`src/rtl/vsf_pkg.sv`:
```
package vsf_pkg;

  localparam int unsigned BYTE_W = 8;
  localparam logic [BYTE_W-1:0] LEAD_BYTE = 8'hFF;
  localparam logic [BYTE_W-1:0] FILL_BYTE = 8'h00;

  typedef struct packed {
    logic f;
    logic v;
    logic h;
  } vsf_tstate_t;

  // Status byte protection: marker bit set and parity nibble consistent.
  function automatic logic vsf_code_ok(input logic [BYTE_W-1:0] s);
    logic f, v, h;
    f = s[6];
    v = s[5];
    h = s[4];
    return s[7] && (s[3:0] == {v ^ h, f ^ h, f ^ v, f ^ v ^ h});
  endfunction

  function automatic vsf_tstate_t vsf_decode(input logic [BYTE_W-1:0] s);
    vsf_tstate_t t;
    t.f = s[6];
    t.v = s[5];
    t.h = s[4];
    return t;
  endfunction

  // Forwarding decision for one data byte.
  function automatic logic vsf_pass(input vsf_tstate_t t,
                                    input logic        odd_idx,
                                    input logic        skip_blank,
                                    input logic [1:0]  keep_phase,
                                    input logic [1:0]  drop_fld);
    logic in_blank, phase_ok, field_ok;
    in_blank = t.v | t.h;
    phase_ok = odd_idx ? keep_phase[1] : keep_phase[0];
    field_ok = t.f ? !drop_fld[1] : !drop_fld[0];
    return phase_ok && field_ok && !(skip_blank && in_blank);
  endfunction

endpackage

```
`src/rtl/vsf_trs_match.sv`:
```
module vsf_trs_match
  import vsf_pkg::*;
#(
  parameter int unsigned PRE_LEN = 3
) (
  input  logic              clk,
  input  logic              rst_n,
  input  logic              pix_en,
  input  logic [BYTE_W-1:0] pix_byte,
  output logic              is_code_byte,
  output logic              status_stb
);

  localparam int unsigned CNT_W = $clog2(PRE_LEN + 1);
  localparam logic [CNT_W-1:0] FULL = CNT_W'(PRE_LEN);

  logic [CNT_W-1:0] seen_q, seen_d;

  always_comb begin
    is_code_byte = 1'b0;
    status_stb   = 1'b0;
    seen_d       = '0;
    if (seen_q == FULL) begin
      is_code_byte = 1'b1;
      status_stb   = 1'b1;
    end else if (pix_byte == LEAD_BYTE) begin
      is_code_byte = 1'b1;
      seen_d       = CNT_W'(1);
    end else if (seen_q != '0 && pix_byte == FILL_BYTE) begin
      is_code_byte = 1'b1;
      seen_d       = seen_q + CNT_W'(1);
    end
  end

  always_ff @(posedge clk) begin
    if (!rst_n)      seen_q <= '0;
    else if (pix_en) seen_q <= seen_d;
  end

endmodule

```
`src/rtl/vsf_timing.sv`:
```
module vsf_timing
  import vsf_pkg::*;
(
  input  logic              clk,
  input  logic              rst_n,
  input  logic              code_take,
  input  logic [BYTE_W-1:0] pix_byte,
  output vsf_tstate_t       tstate,
  output logic              code_ok,
  output logic              sav_stb
);

  vsf_tstate_t nxt;

  always_comb begin
    code_ok = vsf_code_ok(pix_byte);
    nxt     = vsf_decode(pix_byte);
    sav_stb = code_take && code_ok && !nxt.h;
  end

  always_ff @(posedge clk) begin
    if (!rst_n)                    tstate <= '{f: 1'b0, v: 1'b1, h: 1'b1};
    else if (code_take && code_ok) tstate <= nxt;
  end

endmodule

```
`src/rtl/vsf_sample_gate.sv`:
```
module vsf_sample_gate
  import vsf_pkg::*;
(
  input  logic              clk,
  input  logic              rst_n,
  input  logic              data_stb,
  input  logic              sav_stb,
  input  logic [BYTE_W-1:0] pix_byte,
  input  vsf_tstate_t       tstate,
  input  logic              cfg_skip_blank,
  input  logic [1:0]        cfg_keep_phase,
  input  logic [1:0]        cfg_drop_fld,
  output logic              out_valid,
  output logic [BYTE_W-1:0] out_byte
);

  logic odd_q;
  logic fwd;

  assign fwd = data_stb &&
               vsf_pass(tstate, odd_q, cfg_skip_blank, cfg_keep_phase, cfg_drop_fld);

  always_ff @(posedge clk) begin
    if (!rst_n)        odd_q <= 1'b0;
    else if (sav_stb)  odd_q <= 1'b0;
    else if (data_stb) odd_q <= ~odd_q;
  end

  always_ff @(posedge clk) begin
    if (!rst_n) begin
      out_valid <= 1'b0;
      out_byte  <= '0;
    end else begin
      out_valid <= fwd;
      if (fwd) out_byte <= pix_byte;
    end
  end

endmodule

```
`src/rtl/vsf_sync_filter.sv`:
```
module vsf_sync_filter
  import vsf_pkg::*;
#(
  parameter int unsigned PRE_LEN = 3
) (
  input  logic              clk,
  input  logic              rst_n,
  input  logic              pix_en,
  input  logic [BYTE_W-1:0] pix_byte,
  input  logic              cfg_skip_blank,
  input  logic [1:0]        cfg_keep_phase,
  input  logic [1:0]        cfg_drop_fld,
  output logic              out_valid,
  output logic [BYTE_W-1:0] out_byte,
  output logic              fld,
  output logic              vblank,
  output logic              hblank
);

  logic        is_code_byte;
  logic        status_stb;
  logic        code_take;
  logic        code_ok;
  logic        sav_stb;
  logic        data_stb;
  vsf_tstate_t tstate;

  vsf_trs_match #(.PRE_LEN(PRE_LEN)) u_match (
    .clk          (clk),
    .rst_n        (rst_n),
    .pix_en       (pix_en),
    .pix_byte     (pix_byte),
    .is_code_byte (is_code_byte),
    .status_stb   (status_stb)
  );

  assign code_take = pix_en && status_stb;
  assign data_stb  = pix_en && !is_code_byte;

  vsf_timing u_timing (
    .clk       (clk),
    .rst_n     (rst_n),
    .code_take (code_take),
    .pix_byte  (pix_byte),
    .tstate    (tstate),
    .code_ok   (code_ok),
    .sav_stb   (sav_stb)
  );

  vsf_sample_gate u_gate (
    .clk            (clk),
    .rst_n          (rst_n),
    .data_stb       (data_stb),
    .sav_stb        (sav_stb),
    .pix_byte       (pix_byte),
    .tstate         (tstate),
    .cfg_skip_blank (cfg_skip_blank),
    .cfg_keep_phase (cfg_keep_phase),
    .cfg_drop_fld   (cfg_drop_fld),
    .out_valid      (out_valid),
    .out_byte       (out_byte)
  );

  assign fld    = tstate.f;
  assign vblank = tstate.v;
  assign hblank = tstate.h;

endmodule

```
`config.mk`:
```
export PLATFORM = sky130hd
export DESIGN_NAME = vsf_sync_filter
export DESIGN_NICKNAME = d
export VERILOG_FILES = /design/src/rtl/vsf_pkg.sv /design/src/rtl/vsf_trs_match.sv /design/src/rtl/vsf_timing.sv /design/src/rtl/vsf_sample_gate.sv /design/src/rtl/vsf_sync_filter.sv
export SDC_FILE = /design/constraint.sdc
export NUM_CORES = 1
export LEC_CHECK = 0
export BUFFER_PORTS_ARGS = -buffer_cell sky130_fd_sc_hd__buf_2
export CAP_MARGIN = 20
export CORE_ASPECT_RATIO = 0.9
export CORE_MARGIN = 5
export CORE_UTILIZATION = 47
export CTS_CLUSTER_DIAMETER = 30
export DETAILED_ROUTE_END_ITERATION = 16
export MAX_ROUTING_LAYER = met4
export PLACE_DENSITY = 0.76
export SYNTH_ARGS = -nofsm -noshare
export SYNTH_HDL_FRONTEND = slang
export SYNTH_SLANG_ARGS = --single-unit
export TNS_END_PERCENT = 20
```
`constraint.sdc`:
```
create_clock -name clk -period 2.3 [get_ports clk]
set_clock_uncertainty 0.05 [all_clocks]
set_input_delay 0.23 -clock clk [delete_from_list [all_inputs] [get_ports clk]]
set_output_delay 0.23 -clock clk [all_outputs]
set_load 0.01 [all_outputs]
```
==> flow_metrics.env <==
export IMPL_cts_hold_buf=0
export IMPL_synth_area_leaders="dfxtp_1 37%, mux2i_1 15%, nand2_1 7.8%"
export IMPL_yosys_warnings=0
export IMPL_post_route_period_util_pct=84.6
export IMPL_area_growth_pct=23.1
export IMPL_die_h_um=49.5
export IMPL_grt_pass1_vias=710
export IMPL_critPathMaxFanout=9
export IMPL_synth_edf_count=0
export IMPL_htree_num_levels=1
export IMPL_routed_via_density=5.02
export IMPL_critPathKind="reg -> reg"
export IMPL_relSlewSlack_pct=69.5
export IMPL_diodes=0
export IMPL_ir_drop_mv=0.296
export IMPL_status="completed"
export IMPL_synth_most_common_cell="nand2_1"
export IMPL_fin_crit_ns=1.95
export IMPL_ant_nets=0
export IMPL_coreArea_um2=1660
export IMPL_drc=0
export IMPL_die_area_um2=2660
export IMPL_worstSetupEndpointType="register"
export IMPL_dpl_cell_area_um2=973
export IMPL_rows=14
export IMPL_drtIter0Drc=4
export IMPL_worst_path_buf_inv=2
export IMPL_n_fill_cell=161
export IMPL_total_power_mw=0.495
export IMPL_root_buffer="clkbuf_4"
export IMPL_grt_max_degree=20
export IMPL_ys_types=26
export IMPL_grt_total_usage_pct=14.7
export IMPL_synth_area_um2=813
export IMPL_final_setup_tns_ns=0
export IMPL_synth_ff_type="dfxtp_1"
export IMPL_synth_seq_area_share_pct=36.9
export IMPL_slowest_stage="or4b_1"
export IMPL_grt_pass1_wl_mm=2.91
export IMPL_hpwl_mm=1.41
export IMPL_clk_latency_ns=0.28
export IMPL_worst_pin_slew_ns=0.458
export IMPL_fmax_mhz=514
export IMPL_tritoncts="built"
export IMPL_cp_arrival_ns=2.08
export IMPL_cts_buffers=3
export IMPL_cts_repair_resized=0
export IMPL_synth_top_area_cell="dfxtp_1"
export IMPL_setup_viol=0
export IMPL_hold_viol=0
export IMPL_initial_utilization_pct=48.9
export IMPL_clock_sinks=15
export IMPL_hold_class="in -> reg"
export IMPL_netlist_area_leader_share_pct=36.9
export IMPL_synthCells=92
export IMPL_rsz0062_at_grt="no"
export IMPL_slowest_delay_ns=0.48
export IMPL_clk_pin_slew_ns=0.09
export IMPL_final_nets=142
export IMPL_totalWireLength_mm=1.72
export IMPL_post_route_cell_area_um2=1000
export IMPL_boundaryPins=28
export IMPL_place_gp_congestion=0.799
export IMPL_maxCapViolations=0
export IMPL_antenna_found_initial=0
export IMPL_slew_viol_final=0
export IMPL_startpoint_type="register"
export IMPL_critPathTopFamily="simple AND/OR/NAND/NOR gates"
export IMPL_port_buffers=27
export IMPL_syn_area_per_cell_um2=8.84
export IMPL_pwr_density_cell_nw_per_um2=495
export IMPL_wire_per_inst_um=11.8
export IMPL_drive_above_1_share_pct=28.1
export IMPL_synth_async_reset_ratio_pct=0
export IMPL_worstPathRequired_ns=2.44
export IMPL_post_cts_buffers=0
export IMPL_grt_ovfl_total=0
export IMPL_p_leak_nw=0.417
export IMPL_syn_nets=112
export IMPL_synth_seq_cells=15
export IMPL_crit_chain="inv_1 -> ha_1 -> or4b_1 -> nor2_1 -> nor3_1 -> buf_4 -> and2_1"
export IMPL_dr_total_vias=728
export IMPL_dr_pass1_iters=4
export IMPL_die_w_um=53.9
export IMPL_synth_common_cells="17 x nand2_1, 15 x dfxtp_1, 12 x mux2i_1"
export IMPL_clock_path_buffers=2
-- worst register-to-register path, stage by stage (launching register included) --
cell and delay (ns):
dfxtp_1 0.39, inv_1 0.06, ha_1 0.18, or4b_1 0.48, nor2_1 0.23, nor3_1 0.09
buf_4 0.20, and2_1 0.16
-- cells by family after synthesis --
family	count (synthesis)	synth area share, %
buffers and inverters	8	3.85
AND/OR/NAND/NOR	39	23.7
adder cells (fa/ha/maj)	4	6.15
flip-flops	15	36.9
XOR/XNOR	5	5.39
multiplexers	12	14.8
AO/OA/AOI/OAI	9	9.23
-- report_power, final --
part / internal (mW) / switching (mW)
registers: 0.265 / 0.00290
logic: 0.0322 / 0.0415
clock network: 0.0646 / 0.0888
-- placed cells by master (no fill, tap or decap), drive strengths merged --
master / instances
o21ai: 4
or4: 1
xnor2: 2
nand2b: 3
and2: 1
buf: 28
a221oi: 1
clkbuf: 3
nor3: 2
a2111oi: 1
nand4b: 1
o2111ai: 1
inv: 5
nor2b: 1
nand3: 3
xor2: 3
nand4: 1
dfxtp: 15
nand2: 17
or4b: 1
mux2i: 12
or3: 2
ha: 4
clkinv: 1
a21oi: 2
nor2: 6
-- per-layer routing --
metal  vias up  part of all wire [%]  global-route usage (%)  routed length, µm
met4         0                   1.1                    3.83                 19
li1        372                     -                       -                  -
met5         -                     0                       -                  0
met1       334                    46                    18.4                783
met2        20                    48                    23.8                832
met3         2                   4.8                    3.01                 82
-- final cells by class --
type                       count  area [µm²]  share of cell area [%]
multi-input combinational     69         482                    48.1
sequential                    15         300                    30.0
timing repair buffer          28         143                    14.3
tap                           24        30.0                    3.00
clock buffer                   3        22.5                    2.25
inverter                       5        18.8                    1.88
clock inverter                 1        5.00                   0.500
-- flip-flops by register name (all words and copies together) (netlist names) --
name              flops
u_match.seen_q        2
u_gate.out_valid      1
u_timing.tstate       3
u_gate.out_byte       8
u_gate.odd_q          1
-- final timing paths --
kind              depth (start not counted)                from                 end  slack [ns]
setup reg to reg                          7   u_match.seen_q[0]    u_gate.out_valid        0.35
hold reg to reg                           2  u_gate.out_byte[7]  u_gate.out_byte[7]        0.41
setup / recovery                          7   u_match.seen_q[0]    u_gate.out_valid        0.35
hold / removal                            3         pix_byte[7]  u_gate.out_byte[7]        0.17
-- per-stage QoR --
stage | setup slack [ns] | hold slack (ns) | instances | utilization, %
finish | 0.354 | 0.169 | 145 | 60.2
global route | 0.204 | 0.174 | 145 | 60.2
CTS | 0.368 | 0.166 | 145 | 60.2
detailed placement | 0.380 | 0.397 | 141 | 58.5
global placement | 0.444 | 0.391 | 141 | 58.5
floorplan | 0.486 | 0.322 | 92 | -
Note: power is estimated with default switching activity, not from simulation.
